`src/rtl/rxf_pkg.sv`:
```
package rxf_pkg;
  typedef enum logic [2:0] {
    A_CTRL = 3'd0, A_MODE = 3'd1, A_CMD = 3'd2, A_STAT = 3'd3, A_DATA = 3'd4
  } reg_addr_e;

  typedef enum logic [1:0] {TAG_SID = 2'd0, TAG_HDR = 2'd1, TAG_MID = 2'd2, TAG_LAST = 2'd3} blk_tag_e;
  typedef enum logic [1:0] {E_NONE = 2'd0, E_CRC = 2'd1, E_OVF = 2'd2, E_STAT = 2'd3} err_e;

  // status byte bit positions
  localparam int ST_IRQ   = 7;
  localparam int ST_BFREE = 6;
  localparam int ST_CRC   = 5;
  localparam int ST_OVF   = 4;
  localparam int ST_SRDY  = 3;

  // mode byte bit positions
  localparam int M_IRQEN = 0;
  localparam int M_SINT  = 4;
  localparam int M_INV   = 5;

  localparam logic [7:0] CMD_SYNC = 8'hC1;
  localparam logic [7:0] CMD_HDR  = 8'h02;
  localparam logic [7:0] CMD_BLK  = 8'h03;
endpackage

```
`src/rtl/rxf_sync.sv`:
```
module rxf_sync #(
  parameter int STAGES = 2
) (
  input  logic clk,
  input  logic rst,
  input  logic d_i,
  output logic q_o
);
  logic [STAGES-1:0] sh_q;

  generate
    for (genvar g = 0; g < STAGES; g++) begin : g_stage
      if (g == 0) begin : g_first
        always_ff @(posedge clk) begin
          if (rst) sh_q[0] <= 1'b1;
          else     sh_q[0] <= d_i;
        end
      end else begin : g_next
        always_ff @(posedge clk) begin
          if (rst) sh_q[g] <= 1'b1;
          else     sh_q[g] <= sh_q[g-1];
        end
      end
    end
  endgenerate

  assign q_o = sh_q[STAGES-1];
endmodule

```
`src/rtl/rxf_carrier.sv`:
```
module rxf_carrier #(
  parameter int SYMS = 8
) (
  input  logic clk,
  input  logic rst,
  input  logic carrier_i,
  input  logic tick_i,
  output logic ok_o
);
  localparam int CW = $clog2(SYMS + 1);
  localparam logic [CW-1:0] LIMIT = CW'(SYMS);

  logic [CW-1:0] cnt_q;

  always_ff @(posedge clk) begin
    if (rst || !carrier_i)            cnt_q <= '0;
    else if (tick_i && cnt_q != LIMIT) cnt_q <= cnt_q + 1'b1;
  end

  assign ok_o = (cnt_q == LIMIT);
endmodule

```
`src/rtl/rxf_bus.sv`:
```
module rxf_bus
  import rxf_pkg::*;
#(
  parameter int AW = 3,
  parameter int DW = 8
) (
  input  logic          clk,
  input  logic          rst,
  input  logic          req_wr_i,
  input  logic          req_rd_i,
  input  logic [AW-1:0] req_addr_i,
  input  logic [DW-1:0] req_wdata_i,
  output logic          ack_o,
  output logic [DW-1:0] rdata_o,
  output logic [AW-1:0] bus_addr_o,
  output logic [DW-1:0] bus_wdata_o,
  output logic          bus_wr_o,
  output logic          bus_rd_o,
  input  logic [DW-1:0] bus_rdata_i
);
  typedef enum logic [1:0] {B_IDLE, B_WR, B_RD1, B_RD2} bst_e;
  bst_e st_q;

  always_ff @(posedge clk) begin
    if (rst) begin
      st_q        <= B_IDLE;
      ack_o       <= 1'b0;
      bus_wr_o    <= 1'b0;
      bus_rd_o    <= 1'b0;
      bus_addr_o  <= '0;
      bus_wdata_o <= '0;
      rdata_o     <= '0;
    end else begin
      ack_o    <= 1'b0;
      bus_wr_o <= 1'b0;
      bus_rd_o <= 1'b0;
      case (st_q)
        B_IDLE: begin
          if (!ack_o && req_wr_i) begin
            bus_addr_o  <= req_addr_i;
            bus_wdata_o <= req_wdata_i;
            bus_wr_o    <= 1'b1;
            st_q        <= B_WR;
          end else if (!ack_o && req_rd_i) begin
            bus_addr_o <= req_addr_i;
            bus_rd_o   <= 1'b1;
            st_q       <= B_RD1;
          end
        end
        B_WR: begin
          ack_o <= 1'b1;
          st_q  <= B_IDLE;
        end
        B_RD1: st_q <= B_RD2;
        B_RD2: begin
          rdata_o <= bus_rdata_i;
          ack_o   <= 1'b1;
          st_q    <= B_IDLE;
        end
        default: st_q <= B_IDLE;
      endcase
    end
  end
endmodule

```
`src/rtl/rxf_seq.sv`:
```
module rxf_seq
  import rxf_pkg::*;
#(
  parameter int MIDW     = 6,
  parameter int CAR_SYMS = 8,
  parameter int SYNC_N   = 2,
  parameter int SID_N    = 3,
  parameter int HDR_N    = 10,
  parameter int MID_N    = 12,
  parameter int LAST_N   = 8
) (
  input  logic            clk,
  input  logic            rst,
  input  logic            go_i,
  input  logic            carrier_i,
  input  logic            sym_tick_i,
  input  logic [MIDW-1:0] n_mid_i,
  input  logic            invert_i,
  input  logic            sint_en_i,
  input  logic [7:0]      ctrl_val_i,
  output logic [2:0]      bus_addr_o,
  output logic [7:0]      bus_wdata_o,
  output logic            bus_wr_o,
  output logic            bus_rd_o,
  input  logic [7:0]      bus_rdata_i,
  input  logic            irq_n_i,
  output logic            ob_valid_o,
  output logic [7:0]      ob_data_o,
  output logic [1:0]      ob_tag_o,
  output logic            ob_last_o,
  output logic            svalue_valid_o,
  output logic [1:0]      svalue_o,
  output logic            done_o,
  output logic            err_o,
  output logic [1:0]      err_code_o,
  output logic [MIDW:0]   err_blk_o
);
  localparam int BLKW  = MIDW + 1;
  localparam int MAX01 = (SID_N > HDR_N) ? SID_N : HDR_N;
  localparam int MAX23 = (MID_N > LAST_N) ? MID_N : LAST_N;
  localparam int MAXN  = (MAX01 > MAX23) ? MAX01 : MAX23;
  localparam int CNTW  = (MAXN > 1) ? $clog2(MAXN) : 1;

  typedef enum logic [3:0] {
    S_IDLE, S_WCTRL, S_WMODE, S_CARR, S_POLL, S_WCMD, S_WIRQ, S_RSTAT, S_DRAIN, S_DONE, S_ERR
  } st_e;

  st_e st_q;
  logic            car_ok, irq_s_n, ack;
  logic [7:0]      rdata;
  logic            req_wr, req_rd;
  logic [2:0]      req_addr;
  logic [7:0]      req_wdata;
  logic [7:0]      ctrl_q;
  logic [MIDW-1:0] nmid_q;
  logic            inv_q, sint_q;
  logic [BLKW-1:0] blk_q, last_idx;
  logic [CNTW-1:0] cnt_q, need_m1;
  blk_tag_e        kind;
  logic [7:0]      cmd_b, mode_b;

  rxf_sync #(.STAGES(SYNC_N)) u_sync (
    .clk(clk), .rst(rst), .d_i(irq_n_i), .q_o(irq_s_n)
  );

  rxf_carrier #(.SYMS(CAR_SYMS)) u_car (
    .clk(clk), .rst(rst), .carrier_i(carrier_i), .tick_i(sym_tick_i), .ok_o(car_ok)
  );

  rxf_bus #(.AW(3), .DW(8)) u_bus (
    .clk(clk), .rst(rst),
    .req_wr_i(req_wr), .req_rd_i(req_rd), .req_addr_i(req_addr), .req_wdata_i(req_wdata),
    .ack_o(ack), .rdata_o(rdata),
    .bus_addr_o(bus_addr_o), .bus_wdata_o(bus_wdata_o),
    .bus_wr_o(bus_wr_o), .bus_rd_o(bus_rd_o), .bus_rdata_i(bus_rdata_i)
  );

  // block kind from index
  assign last_idx = BLKW'(nmid_q) + BLKW'(2);
  always_comb begin
    if (blk_q == '0)                kind = TAG_SID;
    else if (blk_q == BLKW'(1))     kind = TAG_HDR;
    else if (blk_q == last_idx)     kind = TAG_LAST;
    else                            kind = TAG_MID;
  end

  always_comb begin
    case (kind)
      TAG_SID: begin need_m1 = CNTW'(SID_N - 1);  cmd_b = CMD_SYNC; end
      TAG_HDR: begin need_m1 = CNTW'(HDR_N - 1);  cmd_b = CMD_HDR;  end
      TAG_MID: begin need_m1 = CNTW'(MID_N - 1);  cmd_b = CMD_BLK;  end
      default: begin need_m1 = CNTW'(LAST_N - 1); cmd_b = CMD_BLK;  end
    endcase
  end

  always_comb begin
    mode_b          = '0;
    mode_b[M_IRQEN] = 1'b1;
    mode_b[M_SINT]  = sint_q;
    mode_b[M_INV]   = inv_q;
  end

  // bus request for the current state
  always_comb begin
    req_wr    = 1'b0;
    req_rd    = 1'b0;
    req_addr  = A_STAT;
    req_wdata = '0;
    case (st_q)
      S_WCTRL: begin req_wr = 1'b1; req_addr = A_CTRL; req_wdata = ctrl_q; end
      S_WMODE: begin req_wr = 1'b1; req_addr = A_MODE; req_wdata = mode_b; end
      S_WCMD:  begin req_wr = 1'b1; req_addr = A_CMD;  req_wdata = cmd_b;  end
      S_POLL, S_RSTAT: req_rd = 1'b1;
      S_DRAIN: begin req_rd = 1'b1; req_addr = A_DATA; end
      default: ;
    endcase
  end

  always_ff @(posedge clk) begin
    if (rst) begin
      st_q           <= S_IDLE;
      ctrl_q         <= '0;
      nmid_q         <= '0;
      inv_q          <= 1'b0;
      sint_q         <= 1'b0;
      blk_q          <= '0;
      cnt_q          <= '0;
      ob_valid_o     <= 1'b0;
      ob_data_o      <= '0;
      ob_tag_o       <= '0;
      ob_last_o      <= 1'b0;
      svalue_valid_o <= 1'b0;
      svalue_o       <= '0;
      done_o         <= 1'b0;
      err_o          <= 1'b0;
      err_code_o     <= E_NONE;
      err_blk_o      <= '0;
    end else begin
      ob_valid_o     <= 1'b0;
      svalue_valid_o <= 1'b0;
      done_o         <= 1'b0;
      case (st_q)
        S_IDLE: if (go_i) begin
          ctrl_q <= ctrl_val_i;
          nmid_q <= n_mid_i;
          inv_q  <= invert_i;
          sint_q <= sint_en_i;
          blk_q  <= '0;
          st_q   <= S_WCTRL;
        end
        S_WCTRL: if (ack) st_q <= S_WMODE;
        S_WMODE: if (ack) st_q <= S_CARR;
        S_CARR:  if (car_ok) st_q <= S_POLL;
        S_POLL:  if (ack && rdata[ST_BFREE]) st_q <= S_WCMD;
        S_WCMD:  if (ack) st_q <= S_WIRQ;
        S_WIRQ:  if (!irq_s_n) st_q <= S_RSTAT;
        S_RSTAT: if (ack) begin
          if (sint_q && rdata[ST_SRDY] && !rdata[ST_BFREE]) begin
            svalue_valid_o <= 1'b1;
            svalue_o       <= rdata[1:0];
            st_q           <= S_WIRQ;
          end else if (!rdata[ST_IRQ] || !rdata[ST_BFREE]) begin
            err_code_o <= E_STAT;
            err_blk_o  <= blk_q;
            err_o      <= 1'b1;
            st_q       <= S_ERR;
          end else if (rdata[ST_OVF]) begin
            err_code_o <= E_OVF;
            err_blk_o  <= blk_q;
            err_o      <= 1'b1;
            st_q       <= S_ERR;
          end else if (rdata[ST_CRC] && kind != TAG_MID) begin
            err_code_o <= E_CRC;
            err_blk_o  <= blk_q;
            err_o      <= 1'b1;
            st_q       <= S_ERR;
          end else begin
            cnt_q <= '0;
            st_q  <= S_DRAIN;
          end
        end
        S_DRAIN: if (ack) begin
          ob_valid_o <= 1'b1;
          ob_data_o  <= rdata;
          ob_tag_o   <= kind;
          ob_last_o  <= (cnt_q == need_m1);
          if (cnt_q == need_m1) begin
            if (kind == TAG_LAST) st_q <= S_DONE;
            else begin
              blk_q <= blk_q + 1'b1;
              st_q  <= S_POLL;
            end
          end else begin
            cnt_q <= cnt_q + 1'b1;
          end
        end
        S_DONE: begin
          done_o <= 1'b1;
          st_q   <= S_IDLE;
        end
        S_ERR: if (go_i) begin
          err_o      <= 1'b0;
          err_code_o <= E_NONE;
          st_q       <= S_IDLE;
        end
        default: st_q <= S_IDLE;
      endcase
    end
  end
endmodule

```
`config.mk`:
```
export PLATFORM = sky130hd
export DESIGN_NAME = rxf_seq
export DESIGN_NICKNAME = d
export VERILOG_FILES = /design/src/rtl/rxf_pkg.sv /design/src/rtl/rxf_sync.sv /design/src/rtl/rxf_carrier.sv /design/src/rtl/rxf_bus.sv /design/src/rtl/rxf_seq.sv
export SDC_FILE = /design/constraint.sdc
export NUM_CORES = 1
export LEC_CHECK = 0
export ABC_AREA = 0
export BUFFER_PORTS_ARGS = -buffer_cell sky130_fd_sc_hd__buf_2
export CORE_AREA = 3 3 132 70
export CTS_CLUSTER_SIZE = 30
export DETAILED_ROUTE_END_ITERATION = 7
export DIE_AREA = 0 0 135 73
export PLACE_DENSITY = 0.74
export REMOVE_ABC_BUFFERS = 1
export SYNTH_ARGS = -nofsm -noshare
export SYNTH_HDL_FRONTEND = slang
export SYNTH_SLANG_ARGS = --single-unit
```
`constraint.sdc`:
```
create_clock -name clk -period 3.1 [get_ports clk]
set_input_delay 0.465 -clock clk [delete_from_list [all_inputs] [get_ports clk]]
set_output_delay 0.465 -clock clk [all_outputs]
set_load 0.01 [all_outputs]
```
==> flow_results.xml, run 1 <==
<?xml version="1.0" encoding="UTF-8"?>
<metrics>
  <group name="status">
    <metric name="outcome" unit="">complete, but fails checks</metric>
    <metric name="violations" unit="">setup timing</metric>
  </group>
  <group name="final_layout">
    <metric name="filler_cell_count" unit="">689</metric>
    <metric name="final_core_utilization" unit="%">63.5</metric>
    <metric name="drive_above_1_share" unit="%">26.5</metric>
    <metric name="antenna_fix_cells" unit="">0</metric>
    <metric name="multi_input_comb_area" unit="sq um">2260</metric>
    <metric name="nets" unit="">620</metric>
    <metric name="seq_area" unit="sq um">1740</metric>
    <metric name="stdcell_area" unit="sq um">5100</metric>
    <metric name="area_growth" unit="%">26.0</metric>
  </group>
  <group name="drt">
    <metric name="route.vias.total" unit="">3769</metric>
    <metric name="first_pass_iters" unit="">5</metric>
    <metric name="avgRoutedWirePerCell" unit="um">14.6</metric>
    <metric name="number_of_design_rule_violations_left_by_the_first_detailed_router_iteration" unit="">296</metric>
    <metric name="ant_nets" unit="">0</metric>
    <metric name="routed_vias_inst" unit="">5.43</metric>
    <metric name="dr_drc_count" unit="">0</metric>
    <metric name="finalWirelength" unit="um">10200</metric>
  </group>
  <group name="global_routing">
    <metric name="grt_overflow_total" unit="">0</metric>
    <metric name="first_global_vias" unit="">3472</metric>
    <metric name="grt_antenna_before_repair" unit="">0</metric>
    <metric name="grt_use_total" unit="%">21.0</metric>
    <metric name="grt_pass1_wl" unit="um">16400</metric>
    <metric name="largest_net_degree_at_the_start_of_global_routing" unit="">41</metric>
  </group>
  <group name="flow_run">
    <metric name="drv_cap" unit="">0</metric>
  </group>
  <group name="sta">
    <metric name="slew-limit-headroom" unit="%">41.7</metric>
    <metric name="timing_hold_violations_final" unit="">0</metric>
    <metric name="drv_slew" unit="">0</metric>
    <metric name="max_freq" unit="GHz">0.318</metric>
    <metric name="setup_violations" unit="">3</metric>
    <metric name="hold-worst-slack" unit="ns">0.300</metric>
    <metric name="finalWorstPathRequiredPeriod" unit="ns">3.15</metric>
    <metric name="layout_worst_path_cycle_share" unit="%">101</metric>
    <metric name="post_route_setup_tns" unit="ns">-0.0732</metric>
    <metric name="setup_repair_after_global_routing_missed_its_margin" unit="">yes</metric>
    <metric name="timing.final.ws_setup" unit="ns">-0.0460</metric>
    <metric name="worst_clock_skew" unit="ns">0.00886</metric>
    <metric name="max_slew.worst_pin.slew" unit="ns">0.873</metric>
  </group>
  <group name="yosys">
    <metric name="synthesized_flop_and_latch_total" unit="">87</metric>
    <metric name="synth_cell_types" unit="">56</metric>
    <metric name="synthCells" unit="">488</metric>
    <metric name="synth_edf_count" unit="">0</metric>
    <metric name="syn_avg_cell_area" unit="sq um">8.30</metric>
    <metric name="synth-main-ff-cell" unit="">sky130_fd_sc_hd__dfxtp_1</metric>
    <metric name="synth_async_sr_flop_share" unit="%">0</metric>
    <metric name="combined_area_of_all_synthesized_cells" unit="sq um">4050</metric>
    <metric name="synth-seq-area-share" unit="%">43.0</metric>
    <metric name="synth-warning-count" unit="">0</metric>
  </group>
  <group name="die">
    <metric name="row_count" unit="">23</metric>
    <metric name="initial_standard_cell_utilization_of_the_core" unit="%">50.4</metric>
    <metric name="die_width" unit="um">135</metric>
    <metric name="placeableCoreArea" unit="sq um">8030</metric>
    <metric name="dieHeight" unit="um">73</metric>
    <metric name="io_pins" unit="">69</metric>
    <metric name="die_area" unit="sq um">9860</metric>
  </group>
  <group name="worst_setup_path">
    <metric name="criticalPathCategory" unit="">reg2reg</metric>
    <metric name="critPathCaptureType" unit="">flip-flop</metric>
    <metric name="timing.reg2reg.setup_slack" unit="ns">-0.05</metric>
    <metric name="data_arrival_time_of_the_critical_path" unit="ns">3.43</metric>
    <metric name="required" unit="ns">3.38</metric>
    <metric name="crit_path_start_kind" unit="">flip-flop</metric>
    <metric name="worst-path-max-fanout" unit="">5</metric>
  </group>
  <group name="placed_design">
    <metric name="placed_area" unit="sq um">4640</metric>
    <metric name="place.gp.congestion" unit="">0.893</metric>
    <metric name="port-buffer-count" unit="">68</metric>
    <metric name="place.detailed.hpwl" unit="um">6870</metric>
  </group>
  <group name="clocking">
    <metric name="cts.root.buffer_cell" unit="">sky130_fd_sc_hd__clkbuf_16</metric>
    <metric name="cts.hold.buffers_added" unit="">0</metric>
    <metric name="clock_tree_from_tritoncts" unit="">yes</metric>
    <metric name="cts_made_buffers" unit="">9</metric>
    <metric name="cts_sinks" unit="">87</metric>
    <metric name="cts-root-to-sink-buffers" unit="">2</metric>
    <metric name="clkLatencyLatePin" unit="ns">0.35</metric>
    <metric name="cts-htree-levels" unit="">3</metric>
    <metric name="path_clk_slew" unit="ns">0.07</metric>
  </group>
  <group name="pwr">
    <metric name="finalPower" unit="uW">3560</metric>
    <metric name="power_density" unit="nW/um^2">698</metric>
    <metric name="cellLeakagePower" unit="uW">0.00210</metric>
    <metric name="ir_worst_vdd" unit="mV">0.400</metric>
  </group>
  <group name="hold_path">
    <metric name="timing.hold.worst.class" unit="">in2reg</metric>
  </group>
</metrics>
[worst paths after layout]
path,startpoint,to,cells after the start
max reg2reg,nmid_q[1],blk_q[5],14
min,irq_n_i,u_sync.sh_q[0],2
max,nmid_q[1],blk_q[5],14
min reg2reg,u_sync.sh_q[0],u_sync.q_o,1
[Yosys cell counts, types with 2 or more instances]
cell	instances	area, sq um
sky130_fd_sc_hd__clkbuf_1	23	86.3
sky130_fd_sc_hd__nand3b_1	3	22.5
sky130_fd_sc_hd__xor2_1	7	61.3
sky130_fd_sc_hd__mux2i_1	11	110
sky130_fd_sc_hd__o21ai_0	8	40.0
sky130_fd_sc_hd__nor3_1	4	20.0
sky130_fd_sc_hd__o211ai_1	3	22.5
sky130_fd_sc_hd__dfxtp_1	87	1740
sky130_fd_sc_hd__or4_1	5	37.5
sky130_fd_sc_hd__or2_2	4	25.0
sky130_fd_sc_hd__a31oi_1	6	37.5
sky130_fd_sc_hd__o21ai_1	6	30.0
sky130_fd_sc_hd__nor2b_1	11	68.8
sky130_fd_sc_hd__nor2_1	45	169
sky130_fd_sc_hd__or3_1	6	37.5
sky130_fd_sc_hd__xnor2_1	7	61.3
sky130_fd_sc_hd__nand2b_1	3	18.8
sky130_fd_sc_hd__a21oi_1	62	310
sky130_fd_sc_hd__nor4_1	3	18.8
sky130_fd_sc_hd__o31ai_1	2	15.0
sky130_fd_sc_hd__a22oi_1	4	30.0
sky130_fd_sc_hd__nand4b_1	4	35.0
sky130_fd_sc_hd__inv_1	10	37.5
sky130_fd_sc_hd__and4b_1	2	20.0
sky130_fd_sc_hd__o21a_1	4	30.0
sky130_fd_sc_hd__nand4_1	8	50.1
sky130_fd_sc_hd__a21boi_0	2	15.0
sky130_fd_sc_hd__and3_1	4	25.0
sky130_fd_sc_hd__a21boi_1	2	15.0
sky130_fd_sc_hd__and2_1	2	12.5
sky130_fd_sc_hd__a211o_1	2	17.5
sky130_fd_sc_hd__nand3_1	16	80.1
sky130_fd_sc_hd__o22ai_1	2	12.5
sky130_fd_sc_hd__nand2_1	81	304
sky130_fd_sc_hd__nor4b_1	2	17.5
sky130_fd_sc_hd__o2111ai_1	2	17.5
sky130_fd_sc_hd__buf_2	3	15.0
sky130_fd_sc_hd__ha_1	13	163
sky130_fd_sc_hd__a211oi_2	2	25.0
[per-stage QoR]
stage	setup WS, ns	instances
2_1_floorplan	-0.254	460
3_3_place_gp	-0.115	670
3_5_place_dp	-0.164	670
4_1_cts	0.00241	691
5_1_grt	-0.176	694
6_report	-0.0460	694
[registers in the layout, summed over array words and instances, names as in the netlist, 3 cells and up]
signal             count
blk_q                  7
u_bus.bus_addr_o       3
nmid_q                 6
u_bus.rdata_o          8
ctrl_q                 8
u_car.cnt_q            4
u_bus.bus_wdata_o      8
err_blk_o              7
ob_data_o              8
st_q                   4
cnt_q                  4
[placed cells by master (no fill, tap or decap), types with 10 or more instances in the layout]
master                     n
sky130_fd_sc_hd__nor2b_1  10
sky130_fd_sc_hd__nand3_1  16
sky130_fd_sc_hd__a21oi_1  57
sky130_fd_sc_hd__nand2_1  81
sky130_fd_sc_hd__nor2_1   45
sky130_fd_sc_hd__buf_4    34
sky130_fd_sc_hd__ha_1     10
sky130_fd_sc_hd__inv_1    10
sky130_fd_sc_hd__buf_2    68
sky130_fd_sc_hd__dfxtp_1  85
sky130_fd_sc_hd__mux2i_1  11
[where the power goes]
part           switching, uW  leakage, uW  internal (uW)  total [uW]
registers                198     0.000706           1230        1430
logic                    630      0.00126            462        1090
clock network            480     0.000142            560        1040
total                   1310      0.00210           2260        3560
[logic make-up after synthesis]
kind of cell	Yosys count	share of synthesized area [%]
DFF	87	43.0
buffers and inverters	38	3.80
adders and majority gates	13	4.02
and+or+nand+nor	208	25.4
muxes	11	2.72
AOI/OAI and AO/OA	117	18.0
xor gates and xnor gates	14	3.03
[worst max-delay path: stages, from the launching register on]
cell and delay [ns]:
sky130_fd_sc_hd__dfxtp_2 0.34, sky130_fd_sc_hd__ha_4 0.16, sky130_fd_sc_hd__and2_4 0.15, sky130_fd_sc_hd__nor2b_4 0.12, sky130_fd_sc_hd__o311a_1 0.30, sky130_fd_sc_hd__o2111ai_2 0.17, sky130_fd_sc_hd__buf_4 0.15, sky130_fd_sc_hd__a22o_1 0.18
sky130_fd_sc_hd__ha_2 0.23, sky130_fd_sc_hd__xnor2_2 0.08, sky130_fd_sc_hd__nor4_2 0.28, sky130_fd_sc_hd__buf_4 0.18, sky130_fd_sc_hd__a21oi_4 0.08, sky130_fd_sc_hd__or4_4 0.53, sky130_fd_sc_hd__a21oi_2 0.14
[what timing repair did]
action                                  in CTS  in global routing
gates cloned                                 1                  0
resized for setup                           11                 19
setup buffers                                5                  3
pin swaps                                   11                  8
endpoints found under the setup margin      12                 15
[final cells by class]
| type | count | area share [%] |
|---|---|---|
| timing repair buffer | 105 | 12.3 |
| multi-input combinational | 364 | 44.4 |
| sequential | 87 | 34.2 |
| inverter | 10 | 0.736 |
| tap | 112 | 2.75 |
| clock inverter | 7 | 1.20 |
| clock buffer | 9 | 4.41 |
[metal layers]
layer | part of all wire (%) | track usage (%) | vias up
li1 | - | - | 1907
met1 | 47 | 28.1 | 1750
met2 | 46 | 33.3 | 98
met3 | 5.5 | 6.47 | 14
met4 | 1.5 | 5.59 | 0
met5 | 0 | 0 | -
No activity file was read; power rests on OpenSTA's default activity.
==> inputs of run 2 (changes only) <==
Settings changed: BUFFER_PORTS_ARGS -buffer_cell sky130_fd_sc_hd__buf_2 to -buffer_cell sky130_fd_sc_hd__buf_4, CORE_AREA 3 3 132 70 to 5 5 134 72, CTS_BUF_LIST set to sky130_fd_sc_hd__clkbuf_16, DIE_AREA 0 0 135 73 to 0 0 139 77.
==> run 2 against run 1 <==
Against the previous run:
- the run still ends with setup timing left
- routed wire length increased by 8.0%
- clock power decreased by 8%
- sequential share of layout area decreased by 0.63 points
- worst hold slack improved by 0.013 ns
- die area increased by 8.6%
- via count increased by 1.4%
- clock skew decreased by 0.00092 ns
- critical path depth increased by 1
- sequential power about the same
- register-to-register slack got worse by 0.15 ns
- non-clock buffer count decreased by 5
- critical endpoint is now blk_q[3]
==> flow_results.xml, run 2 (same netlist as run 1, synthesis figures left out) <==
<?xml version="1.0" encoding="UTF-8"?>
<metrics>
  <group name="global_routing">
    <metric name="grt_pass1_wl" unit="um">17800</metric>
    <metric name="grt_antenna_before_repair" unit="">0</metric>
    <metric name="grt_use_total" unit="%">20.3</metric>
    <metric name="grt_overflow_total" unit="">0</metric>
    <metric name="first_global_vias" unit="">3629</metric>
    <metric name="largest_net_degree_at_the_start_of_global_routing" unit="">80</metric>
  </group>
  <group name="sta">
    <metric name="setup_repair_after_global_routing_missed_its_margin" unit="">yes</metric>
    <metric name="finalWorstPathRequiredPeriod" unit="ns">3.29</metric>
    <metric name="worst_clock_skew" unit="ns">0.00794</metric>
    <metric name="timing_hold_violations_final" unit="">0</metric>
    <metric name="timing.final.ws_setup" unit="ns">-0.194</metric>
    <metric name="slew-limit-headroom" unit="%">38.8</metric>
    <metric name="layout_worst_path_cycle_share" unit="%">106</metric>
    <metric name="setup_violations" unit="">12</metric>
    <metric name="max_freq" unit="GHz">0.304</metric>
    <metric name="max_slew.worst_pin.slew" unit="ns">0.917</metric>
    <metric name="drv_slew" unit="">0</metric>
  </group>
  <group name="final_layout">
    <metric name="top_library_cells_by_usage_in_the_layout_fill_and_taps_aside" unit="">sky130_fd_sc_hd__buf_4 (97), sky130_fd_sc_hd__dfxtp_1 (85), sky130_fd_sc_hd__nand2_1 (81), sky130_fd_sc_hd__a21oi_1 (58), sky130_fd_sc_hd__nor2_1 (44)</metric>
    <metric name="filler_cell_count" unit="">759</metric>
    <metric name="nets" unit="">614</metric>
    <metric name="drive_above_1_share" unit="%">25.5</metric>
    <metric name="area_growth" unit="%">28.3</metric>
    <metric name="layout.cells.most_common" unit="">sky130_fd_sc_hd__buf_4</metric>
    <metric name="final_core_utilization" unit="%">61.8</metric>
    <metric name="antenna_fix_cells" unit="">0</metric>
    <metric name="stdcell_area" unit="sq um">5200</metric>
  </group>
  <group name="worst_setup_path">
    <metric name="worst-path-max-fanout" unit="">5</metric>
    <metric name="critPathLaunch" unit="">nmid_q[2]</metric>
    <metric name="crit_chain" unit="">ha_2, and2_4, nor2b_4, o311a_1, o2111ai_2, a22o_1, ha_1, xor2_1, nor4_2, buf_4, a21oi_4, buf_6, buf_6, or3_4, a21oi_2</metric>
    <metric name="crit_path_start_kind" unit="">flip-flop</metric>
    <metric name="critical_path.slowest_cell" unit="">sky130_fd_sc_hd__or3_4</metric>
    <metric name="critPathCaptureType" unit="">flip-flop</metric>
    <metric name="required" unit="ns">3.38</metric>
    <metric name="timing.rr.start" unit="">nmid_q[2]</metric>
    <metric name="criticalPathCategory" unit="">reg2reg</metric>
    <metric name="data_arrival_time_of_the_critical_path" unit="ns">3.57</metric>
    <metric name="timing.critical_path.slowest_cell_delay" unit="ns">0.38</metric>
    <metric name="cpMostUsedCell" unit="">sky130_fd_sc_hd__buf_6</metric>
  </group>
  <group name="drt">
    <metric name="route.vias.total" unit="">3823</metric>
    <metric name="wl_met1" unit="um">5350</metric>
    <metric name="dr_drc_count" unit="">0</metric>
    <metric name="avgRoutedWirePerCell" unit="um">15.8</metric>
    <metric name="topRoutingLayerUsed" unit="">met4</metric>
    <metric name="first_pass_iters" unit="">5</metric>
    <metric name="finalWirelength" unit="um">11000</metric>
    <metric name="detailed_routed_wire_length_on_met3" unit="um">862</metric>
    <metric name="ant_nets" unit="">0</metric>
    <metric name="number_of_design_rule_violations_left_by_the_first_detailed_router_iteration" unit="">339</metric>
    <metric name="routed_vias_inst" unit="">5.52</metric>
    <metric name="wl_met2" unit="um">4650</metric>
  </group>
  <group name="status">
    <metric name="outcome" unit="">complete, but fails checks</metric>
    <metric name="violations" unit="">setup timing</metric>
  </group>
  <group name="clocking">
    <metric name="path_clk_slew" unit="ns">0.06</metric>
    <metric name="cts-root-to-sink-buffers" unit="">2</metric>
    <metric name="clock_tree_from_tritoncts" unit="">yes</metric>
    <metric name="cts.root.buffer_cell" unit="">sky130_fd_sc_hd__clkbuf_16</metric>
    <metric name="cts-htree-levels" unit="">3</metric>
    <metric name="cts_sinks" unit="">87</metric>
    <metric name="clkLatencyLatePin" unit="ns">0.34</metric>
    <metric name="cts.hold.buffers_added" unit="">0</metric>
    <metric name="cts_made_buffers" unit="">9</metric>
  </group>
  <group name="placed_design">
    <metric name="place.gp.congestion" unit="">0.818</metric>
    <metric name="placed_area" unit="sq um">4790</metric>
    <metric name="port-buffer-count" unit="">68</metric>
    <metric name="place.detailed.hpwl" unit="um">7680</metric>
  </group>
  <group name="pwr">
    <metric name="finalPower" unit="uW">3500</metric>
    <metric name="power_density" unit="nW/um^2">674</metric>
    <metric name="ir_worst_vdd" unit="mV">0.394</metric>
    <metric name="cellLeakagePower" unit="uW">0.00210</metric>
  </group>
  <group name="die">
    <metric name="row_count" unit="">24</metric>
    <metric name="placeableCoreArea" unit="sq um">8410</metric>
    <metric name="dieHeight" unit="um">77</metric>
    <metric name="die_width" unit="um">139</metric>
    <metric name="die_area" unit="sq um">10700</metric>
    <metric name="io_pins" unit="">69</metric>
    <metric name="initial_standard_cell_utilization_of_the_core" unit="%">48.2</metric>
  </group>
  <group name="hold_path">
    <metric name="min-delay-start" unit="">irq_n_i</metric>
    <metric name="timing.hold.worst.class" unit="">in2reg</metric>
  </group>
  <group name="flow_run">
    <metric name="drv_cap" unit="">0</metric>
  </group>
</metrics>
==> run 2: cell count changes in the layout (fill, tap and decap cells not counted), moves of 3 or more <==
cell                    change
sky130_fd_sc_hd__buf_2     -68
sky130_fd_sc_hd__inv_1      +3
sky130_fd_sc_hd__inv_6      -5
sky130_fd_sc_hd__buf_4     +63
==> run 2: what timing repair did <==
action,4_1_cts,5_1_grt
pin swaps,9,22
cloned,0,0
buffers inserted,2,4
setup endpoints to repair,13,17
gates resized for setup,10,21
==> run 2: where the power goes <==
part	total [uW]	internal [uW]	leakage, uW	switching (uW)
combinational	1120	481	0.00126	641
sequential	1420	1230	0.000706	188
clock	958	530	0.000140	429
total	3500	2240	0.00210	1260
==> run 2: critical path: cells and delay by family, from the launching register on <==
| kind | cells | cell delay (ns) |
|---|---|---|
| flops | 1 | 0.32 |
| compound gates | 5 | 0.97 |
| simple gates | 4 | 0.92 |
| xor+xnor | 1 | 0.16 |
| buf+inv | 3 | 0.42 |
| fa+ha+maj | 2 | 0.43 |
==> run 2: layout make-up <==
| class | instances | area [sq um] | area share [%] |
|---|---|---|---|
| multi-input combinational | 363 | 2250 | 43.3 |
| sequential | 87 | 1740 | 33.6 |
| timing repair buffer | 100 | 762 | 14.7 |
| clock buffer | 9 | 225 | 4.33 |
| inverter | 10 | 37.5 | 0.722 |
| clock inverter | 7 | 33.8 | 0.650 |
| tap | 117 | 146 | 2.82 |
==> run 2: path summary, 6_finish.rpt <==
path	endpoint	slack, ns	cells past startpoint
hold / removal	u_sync.sh_q[0]	0.31	2
hold reg to reg	u_sync.q_o	0.42	1
setup reg to reg	blk_q[3]	-0.19	15
setup / recovery	blk_q[3]	-0.19	15
==> run 2: layer usage <==
metal | track usage (%) | up-vias
met4 | 5.96 | 0
met1 | 29.0 | 1789
met3 | 6.34 | 14
met2 | 29.2 | 141
li1 | - | 1879
met5 | 0 | -
==> run 2: through the flow <==
stage,hold WS (ns),TNS (ns),cells,setup WS (ns)
after floorplan,0.389,-0.871,460,-0.254
after global placement,0.392,-0.219,671,-0.0695
after detailed placement,0.413,-1.16,671,-0.171
after CTS,0.304,0,689,0.00382
after global routing,0.311,-3.25,693,-0.315
final,0.313,-1.63,693,-0.194
